### src/rtl/rx_frame_slots.sv
module rx_frame_slots #(
  parameter int DEPTH = 16
) (
  input  logic        clk,
  input  logic        rst,
  input  logic        rx_sof,
  input  logic        rx_byte_vld,
  input  logic [7:0]  rx_byte,
  input  logic        rx_eof,
  input  logic        ctrl_we,
  input  logic [3:0]  ctrl_wdata,
  input  logic [1:0]  rd_buf,
  input  logic [3:0]  rd_addr,
  output logic [7:0]  rd_data,
  output logic [4:0]  rd_len,
  output logic [5:0]  rank_status,
  output logic [2:0]  buf_ready,
  output logic        overflow
);
  localparam int LW = $clog2(DEPTH + 1);
  localparam int AW = $clog2(DEPTH);

  logic [7:0]    mem [3][DEPTH];
  logic [1:0]    rank_q [3];
  logic [LW-1:0] len_q [3];
  logic [2:0]    clr_q;
  logic          mode_q, busy_q, tgt_ok_q, ovf_q;
  logic [1:0]    tgt_q;
  logic [LW-1:0] cnt_q;

  logic [2:0]    clr_nx, rel, avail;
  logic          mode_nx;
  logic [1:0]    rk_rel [3];
  logic [1:0]    nfull, pick;
  logic          any_avail, byte_take, commit, drop;
  logic [LW-1:0] cnt_end;

  assign clr_nx  = ctrl_we ? ctrl_wdata[2:0] : clr_q;
  assign mode_nx = ctrl_we ? ctrl_wdata[3] : mode_q;

  always_comb begin
    for (int i = 0; i < 3; i++) begin
      rel[i]   = ctrl_we && ((ctrl_wdata[i] && !clr_q[i]) || (i != 0 && !ctrl_wdata[3]));
      avail[i] = rank_q[i] == 2'd0 && !clr_q[i] && (mode_q || i == 0);
    end
    nfull = 2'd0;
    for (int i = 0; i < 3; i++) begin
      logic [1:0] dec;
      dec = 2'd0;
      for (int j = 0; j < 3; j++)
        if (rel[j] && rank_q[j] != 2'd0 && rank_q[j] < rank_q[i]) dec = dec + 2'd1;
      rk_rel[i] = rel[i] ? 2'd0 : rank_q[i] - dec;
      if (rk_rel[i] != 2'd0) nfull = nfull + 2'd1;
    end
    pick = 2'd0;
    for (int i = 2; i >= 0; i--)
      if (avail[i]) pick = 2'(i);
  end

  assign any_avail = |avail;
  assign byte_take = busy_q && rx_byte_vld && (cnt_q < LW'(DEPTH));
  assign cnt_end   = cnt_q + LW'(byte_take);
  assign commit    = busy_q && rx_eof && tgt_ok_q && cnt_end != '0 &&
                     !clr_nx[tgt_q] && (mode_nx || tgt_q == 2'd0);
  assign drop      = busy_q && rx_eof && cnt_end != '0 && !commit;

  always_ff @(posedge clk) begin
    if (rst) begin
      clr_q    <= '0;
      mode_q   <= 1'b0;
      busy_q   <= 1'b0;
      tgt_ok_q <= 1'b0;
      tgt_q    <= '0;
      cnt_q    <= '0;
      ovf_q    <= 1'b0;
      for (int i = 0; i < 3; i++) begin
        rank_q[i] <= '0;
        len_q[i]  <= '0;
      end
    end else begin
      clr_q  <= clr_nx;
      mode_q <= mode_nx;
      for (int i = 0; i < 3; i++) rank_q[i] <= rk_rel[i];
      if (commit) begin
        rank_q[tgt_q] <= nfull + 2'd1;
        len_q[tgt_q]  <= cnt_end;
      end
      if (drop) ovf_q <= 1'b1;
      if (rx_sof) begin
        busy_q   <= 1'b1;
        cnt_q    <= '0;
        tgt_q    <= pick;
        tgt_ok_q <= any_avail;
      end else begin
        if (rx_eof) busy_q <= 1'b0;
        if (byte_take) cnt_q <= cnt_q + 1'b1;
      end
    end
  end

  always_ff @(posedge clk)
    if (!rst && !rx_sof && byte_take && tgt_ok_q)
      mem[tgt_q][AW'(cnt_q)] <= rx_byte;

  assign rank_status = {rank_q[2], rank_q[1], rank_q[0]};
  assign overflow    = ovf_q;
  assign rd_len      = (rd_buf == 2'd3) ? 5'd0 : 5'(len_q[rd_buf]);
  assign rd_data     = (rd_buf == 2'd3) ? 8'd0 : mem[rd_buf][AW'(rd_addr)];

  for (genvar g = 0; g < 3; g++) begin : g_rdy
    assign buf_ready[g] = rank_q[g] != 2'd0;
    p_ready_on_eof_r4: assert property (@(posedge clk) disable iff (rst)
      $rose(buf_ready[g]) |-> $past(rx_eof));
    p_len_sat_r9: assert property (@(posedge clk) disable iff (rst)
      len_q[g] <= LW'(DEPTH));
  end

  logic [1:0] chk_n;
  logic [3:0] chk_sum;
  assign chk_n   = 2'(buf_ready[0]) + 2'(buf_ready[1]) + 2'(buf_ready[2]);
  assign chk_sum = 4'(rank_q[0]) + 4'(rank_q[1]) + 4'(rank_q[2]);

  p_rank_contig_r6: assert property (@(posedge clk) disable iff (rst)
    chk_sum == ((4'(chk_n) * (4'(chk_n) + 4'd1)) >> 1) &&
    (rank_q[0] == 2'd0 || rank_q[0] != rank_q[1]) &&
    (rank_q[0] == 2'd0 || rank_q[0] != rank_q[2]) &&
    (rank_q[1] == 2'd0 || rank_q[1] != rank_q[2]));
  p_legacy_slots_r7: assert property (@(posedge clk) disable iff (rst)
    !mode_q |-> (rank_q[1] == 2'd0 && rank_q[2] == 2'd0));
  p_sticky_ovf_r8: assert property (@(posedge clk) disable iff (rst)
    overflow |=> overflow);
  p_held_clear_r5: assert property (@(posedge clk) disable iff (rst)
    $past(clr_q[0]) && clr_q[0] |-> rank_q[0] == 2'd0);
endmodule

### config.mk
export PLATFORM = sky130hd
export DESIGN_NAME = rx_frame_slots
export DESIGN_NICKNAME = d
export VERILOG_FILES = /design/src/rtl/rx_frame_slots.sv
export SDC_FILE = /design/constraint.sdc
export NUM_CORES = 1
export LEC_CHECK = 0
export BUFFER_PORTS_ARGS = -buffer_cell sky130_fd_sc_hd__buf_4
export CORE_UTILIZATION = 50
export CTS_CLUSTER_SIZE = 28
export DETAILED_ROUTE_END_ITERATION = 8
export PLACE_DENSITY = 0.63
export SYNTH_ARGS = -nofsm -noshare
export SYNTH_HDL_FRONTEND = slang
export SYNTH_SLANG_ARGS = --single-unit
### constraint.sdc
create_clock -name clk -period 3.58 [get_ports clk]
set_input_delay 0.716 -clock clk [delete_from_list [all_inputs] [get_ports clk]]
set_output_delay 0.716 -clock clk [all_outputs]
set_load 0.01 [all_outputs]
==> impl_metrics.py, run 1 <==
metrics = {
    "timing": {
        "skew_ns": 0.0197,
        "fin_crit_ns": 3.43,
        "hold_ws_ns": 0.424,
        "slew_violations": 0,
        "fmax_mhz": 292,
        "rsz0062_at_grt": "false",
        "slew_headroom_pct": 39.2,
        "tightest_slew_ns": 0.912,
        "fin_crit_sh_pct": 95.8,
        "finalSetupViolations": 0,
        "hold_violations": 0,
    },
    "cts": {
        "cts_tree": "done",
        "clkSlewWorstSetupHoldPaths_ns": 0.06,
        "htreeDepth": 2,
        "ctsHoldBuffers": 0,
        "cts_root_buf": "clkbuf_16",
        "clkLatencyLatePin_ns": 0.55,
        "cts_buffers": 44,
        "cts.sinks": 419,
        "cts_buffer_depth": 3,
    },
    "cells_and_area": {
        "antenna_cells": 0,
        "drive_gt1_share_pct": 25.9,
        "nets": 1202,
        "mostFrequentLayoutCells": "edfxtp_1, buf_4, nor2_1",
        "final_area_um2": 20200,
        "finalNonFillerCells": 1640,
        "area_delta_synth_final_pct": 16.7,
        "nFillCells": 2559,
        "final_common_cell": "edfxtp_1",
    },
    "drt": {
        "drcViolationCount": 0,
        "finalWirelength_um": 38800,
        "viasPerCell": 5.75,
        "dr.pass1.iters": 5,
        "ant_nets": 0,
        "wl_per_cell_um": 23.6,
        "drtIter0Drc": 904,
        "vias": 9422,
    },
    "die": {
        "start_util_pct": 51.2,
        "coreArea_um2": 33800,
        "die_width_um": 188,
        "ios": 47,
        "die_area_um2": 35400,
        "core.rowCount": 67,
        "die-height_um": 188,
    },
    "worst_setup_path": {
        "end_kind": "output port",
        "required_ns": 2.86,
        "slowest_delay_ns": 0.43,
        "worstPathCellList": "buf_6 > buf_12 > buf_4 > mux2_2 > nand2_1 > o221ai_1 > a2111oi_2 > buf_4 > nor2_1 > buf_4",
        "startpoint_type": "primary input",
        "critical_path_class": "primary input to output port",
        "crit_fanout": 15,
        "slowest_stage": "a2111oi_2",
        "cp.arrival_ns": 2.71,
        "cp_common_cell": "buf_4",
    },
    "yosys": {
        "synth_top_family_by_area": "multiplexers",
        "synthMuxAreaShare_pct": 14.2,
        "yosysWarnings": 0,
        "netlist_area_um2": 17300,
        "synthArstFlopShare_pct": 0,
        "dominantRegCellSynth": "edfxtp_1",
        "synth_compound_area_share_pct": 4.00,
        "synth_nets": 1058,
        "synth_enable_flop_cells": 399,
        "synthAdderAreaFrac_pct": 1.45,
        "synth_seq_cells": 419,
        "synth-simple-area-share_pct": 5.96,
        "syn_area_per_cell_um2": 17.1,
        "seq_area_frac_synth_pct": 71.5,
        "ys_types": 57,
        "synth-xor-area-share_pct": 0.708,
        "postSynthCellCount": 1014,
    },
    "power_and_ir_drop": {
        "p_total_uw": 10200,
        "ir_worst_vdd_mv": 0.363,
        "p_leak_uw": 0.00695,
        "power-per-cell-area_nw_per_um2": 504,
    },
    "run_status": {
        "run_status": "finished clean",
    },
    "global_routing": {
        "grt_overflow": 0,
        "antenna_found_initial": 0,
        "grt_start_max_net_pins": 49,
        "grt_pass1_vias": 9457,
        "grt_pass1_wl_um": 58500,
        "grt_usage_pct": 22.5,
    },
    "placement": {
        "place_area_um2": 18800,
        "gp_congestion": 0.805,
        "placedCellCount": 1560,
        "port_buffers": 46,
        "dpl.hpwl_um": 24900,
    },
    "flow_run": {
        "timing.max_cap.violations": 0,
    },
    "worst_hold_path": {
        "hold_class": "primary input to flip-flop",
    },
}
[logic make-up (layout without fill, tap and decap cells)]
family	Yosys count	count (layout)
DFF	419	419
muxes	149	149
adders and majority gates	20	20
xor gates and xnor gates	14	14
AOI/OAI and AO/OA	107	107
buffers and inverters	78	256
and+or+nand+nor	227	227
[final timing paths]
| path | slack (ns) | startpoint | cells after the start | end |
|---|---|---|---|---|
| max | 0.15 | rd_addr[0] | 10 | rd_data[3] |
| min | 0.42 | rx_sof | 2 | tgt_ok_q$_SDFFE_PP0P_ |
| max reg2reg | 0.32 | rank_q[1][1]$_DFF_P_ | 14 | rank_q[2][1]$_DFF_P_ |
| min reg2reg | 0.49 | tgt_ok_q$_SDFFE_PP0P_ | 2 | tgt_ok_q$_SDFFE_PP0P_ |
[metal layers]
layer / vias up / GRT usage, % / part of all wire, %
li1: 4253 / - / -
met1: 4850 / 32.5 / 45
met2: 276 / 36.4 / 48
met3: 43 / 3.29 / 5.6
met4: 0 / 4.91 / 1.3
met5: - / 0 / 0
[area by class of cell]
class / instances / area, µm² / share of cell area, %
Inverter: 22 / 82.6 / 0.409
Multi-Input combinational cell: 517 / 4570 / 22.6
Clock inverter: 27 / 184 / 0.911
Clock buffer: 53 / 1160 / 5.72
Tap cell: 448 / 561 / 2.78
Timing Repair Buffer: 154 / 1260 / 6.26
Sequential cell: 419 / 12400 / 61.3
[critical path: cells and delay by family]
family                 cells  cell delay (ns)
buffers and inverters      5             0.93
and+or+nand+nor            2             0.13
AOI/OAI and AO/OA          2             0.55
muxes                      1             0.35
[sequential cells by signal, summed over array words and instances, names as in the netlist]
register	flops
len_q	15
clr_q	3
tgt_q	2
mem	384
mode_q	1
tgt_ok_q	1
rank_q	6
cnt_q	5
overflow	1
busy_q	1
[synth_stat cells (3+ instances only)]
master	n	area, µm²
nor2_1	107	402
nand2_1	53	199
a211oi_1	3	22.5
ha_1	20	250
buf_4	9	67.6
buf_6	5	56.3
clkbuf_1	26	97.6
nand2b_1	13	81.3
nor4_1	3	18.8
a21oi_1	28	140
a22oi_1	4	30.0
a31oi_1	3	18.8
xor2_1	5	43.8
nand3_1	4	20.0
a311oi_1	4	35.0
buf_2	11	55.1
nand3b_1	5	37.5
dfxtp_1	20	400
inv_1	22	82.6
nor3_1	8	40.0
or2_2	4	25.0
o21ai_0	36	180
nor2b_1	9	56.3
buf_1	5	18.8
mux2_2	10	113
and2_1	3	18.8
o211ai_1	4	30.0
nand4_1	3	18.8
mux2i_1	63	631
mux4_2	76	1710
a2111oi_0	5	43.8
nor3b_1	4	30.0
edfxtp_1	399	12000
xnor2_1	9	78.8
[metrics by stage]
step	worst slack, ns	util (%)	TNS, ns
final	0.150	59.8	0
after CTS	0.0120	59.7	0
after global placement	-0.0825	55.8	-0.0825
after detailed placement	-0.0825	55.8	-0.0825
after floorplan	0.417	-	0
after global routing	0.0321	59.8	0
[power breakdown]
| part | internal [µW] | switching (µW) |
|---|---|---|
| clock | 2450 | 1800 |
| combinational | 235 | 328 |
| sequential | 5370 | 6.74 |
| total | 8050 | 2130 |
[timing repair]
| item | 4_1_cts | 5_1_grt |
|---|---|---|
| gates resized for setup | 1 | 4 |
| setup endpoints to repair | 1 | 5 |
| setup buffers | 0 | 0 |
Note: power is estimated with default switching activity, not from simulation.
==> inputs of run 2 (changes only) <==
==> config.mk (replaced) <==
export PLATFORM = sky130hd
export DESIGN_NAME = rx_frame_slots
export DESIGN_NICKNAME = d
export VERILOG_FILES = /design/src/rtl/rx_frame_slots.sv
export SDC_FILE = /design/constraint.sdc
export NUM_CORES = 1
export LEC_CHECK = 0
export CORE_UTILIZATION = 50
export CTS_CLUSTER_DIAMETER = 200
export CTS_CLUSTER_SIZE = 28
export DETAILED_ROUTE_END_ITERATION = 8
export DONT_BUFFER_PORTS = 1
export PLACE_DENSITY = 0.62
export SETUP_SLACK_MARGIN = 0.5
export SYNTH_ARGS = -nofsm -noshare
export SYNTH_HDL_FRONTEND = slang
export SYNTH_SLANG_ARGS = --single-unit
==> run 2 against run 1 <==
Net effect:
- setup slack better by 0.33 ns
- register-to-register slack gained 0.30 ns
- die area stayed put
- sequential share of layout area is 4.4 points higher
- total power decreased by 21%
- hold slack worse by 0.18 ns
- global-route usage down 1.6 points
- combinational power shrank 45%
- first-iteration DRC count shrank 22%
- count of clock-buffer cells in the layout shrank 27
- utilization shrank 3.9 points
==> impl_metrics.py, run 2 (synthesized netlist as in run 1, its figures left out) <==
metrics = {
    "run_status": {
        "run_status": "finished clean",
    },
    "cts": {
        "cts.sinks": 419,
        "htreeDepth": 1,
        "cts_buffers": 18,
        "cts_buffer_depth": 3,
        "cts_root_buf": "clkbuf_16",
        "clkSlewWorstSetupHoldPaths_ns": 0.10,
        "clkLatencyLatePin_ns": 0.54,
        "cts_tree": "done",
    },
    "global_routing": {
        "grt_pass1_wl_um": 55100,
        "grt_start_max_net_pins": 111,
        "grt_overflow": 0,
        "grt_usage_pct": 20.9,
        "grt_pass1_vias": 8860,
        "antenna_found_initial": 0,
    },
    "worst_setup_path": {
        "reg2reg_to": "rank_q[0][1]$_DFF_P_",
        "end_kind": "output port",
        "cp.arrival_ns": 2.38,
        "critPathLaunch": "rd_addr[0]",
        "crit_fanout": 110,
        "r2r_cells": 16,
        "critical_path_class": "primary input to output port",
        "cp-endpoint": "rd_data[1]",
        "required_ns": 2.86,
        "r2r_setup_slack_ns": 0.62,
        "startpoint_type": "primary input",
        "reg2reg_from": "rank_q[2][1]$_DFF_P_",
    },
    "power_and_ir_drop": {
        "power-per-cell-area_nw_per_um2": 427,
        "p_total_uw": 8060,
        "p_leak_uw": 0.00611,
        "ir_worst_vdd_mv": 0.289,
    },
    "die": {
        "die-height_um": 188,
        "start_util_pct": 51.2,
        "ios": 47,
        "coreArea_um2": 33800,
        "core.rowCount": 67,
        "die_area_um2": 35400,
        "die_width_um": 188,
    },
    "cells_and_area": {
        "regMostFlops": "mem",
        "nFillCells": 2636,
        "antenna_cells": 0,
        "reg_top3": "mem: 384 flops, len_q: 15 flops, rank_q: 6 flops",
        "largest_register_ffs": 384,
        "area_delta_synth_final_pct": 8.95,
        "drive_gt1_share_pct": 21.4,
        "nets": 1089,
        "mostFrequentLayoutCells": "edfxtp_1, nor2_1, mux4_2",
        "final_common_cell": "edfxtp_1",
        "finalNonFillerCells": 1499,
    },
    "timing": {
        "fin_crit_ns": 3.10,
        "tns_ns": 0,
        "finalSetupViolations": 0,
        "fmax_mhz": 323,
        "tightest_slew_ns": 0.855,
        "slew_violations": 0,
        "fin_crit_sh_pct": 86.5,
        "hold_violations": 0,
        "rsz0062_at_grt": "true",
        "slew_headroom_pct": 42.8,
        "skew_ns": 0.0189,
    },
    "flow_run": {
        "timing.max_cap.violations": 0,
    },
    "placement": {
        "placedCellCount": 1470,
        "gp_congestion": 0.811,
        "dpl.hpwl_um": 22200,
        "port_buffers": 0,
    },
    "drt": {
        "finalWirelength_um": 36700,
        "viasPerCell": 5.90,
        "ant_nets": 0,
        "wl_per_cell_um": 24.5,
        "dr.pass1.iters": 5,
        "vias": 8850,
        "drcViolationCount": 0,
        "drtIter0Drc": 707,
    },
    "worst_hold_path": {
        "hold_class": "primary input to flip-flop",
    },
}
[run 2: timing repair]
action | CTS | global route
buffers inserted | 0 | 3
pin swaps | 4 | 19
resized for setup | 20 | 47
hold buffers | 0 | 0
setup endpoints to repair | 10 | 11
[run 2: through the flow]
| step | hold slack, ns | util [%] | instance area [µm²] | setup slack, ns |
|---|---|---|---|---|
| finish | 0.242 | 55.8 | 18900 | 0.483 |
| global route | 0.218 | 55.8 | 18900 | 0.459 |
| CTS | 0.217 | 55.1 | 18600 | 0.492 |
| detailed placement | 0.475 | 53.5 | 18100 | 0.194 |
| global placement | 0.479 | 53.5 | 18100 | 0.230 |
| floorplan | 0.461 | - | 17300 | 0.505 |
[run 2: worst min path at each step]
stage | start | end | slack [ns] | cells past startpoint
after floorplan | tgt_ok_q$_SDFFE_PP0P_ | tgt_ok_q$_SDFFE_PP0P_ | 0.46 | 2
after global placement | tgt_ok_q$_SDFFE_PP0P_ | tgt_ok_q$_SDFFE_PP0P_ | 0.48 | 2
after detailed placement | tgt_ok_q$_SDFFE_PP0P_ | tgt_ok_q$_SDFFE_PP0P_ | 0.47 | 2
after CTS | rst | clr_q[0]$_SDFF_PP0_ | 0.22 | 1
after global routing | rst | clr_q[1]$_SDFF_PP0_ | 0.22 | 1
final | rst | clr_q[0]$_SDFF_PP0_ | 0.24 | 1
[run 2: power by group]
part | internal [µW] | total, µW | switching [µW]
Sequential | 5360 | 5370 | 6.60
Combinational | 163 | 307 | 144
Clock | 987 | 2380 | 1400
Total | 6510 | 8060 | 1550
[run 2: layout make-up]
cell class              instances  area [µm²]  share of cell area (%)
flip-flops and latches        419       12400                    65.7
multi-input cells             517        4810                    25.5
well taps                     448         561                    2.97
repair buffers                 67         507                    2.69
clock buffers                  26         502                    2.66
inverters                      22        85.1                   0.451
[run 2: layer usage]
metal	vias to the layer above	track usage (%)	share of wire, %
li1	3993	-	-
met1	4572	29.3	43
met2	253	35.7	50
met3	32	2.68	5.8
met4	0	3.56	1.4
met5	-	0	0
[run 2: worst max-delay path, cell delays in order]
cell and delay [ns]:
mux2i_1 0.22, a222oi_1 0.40, nor2_1 0.11, o32ai_2 0.32
nor2_2 0.09, a311oi_2 0.21, buf_4 0.16
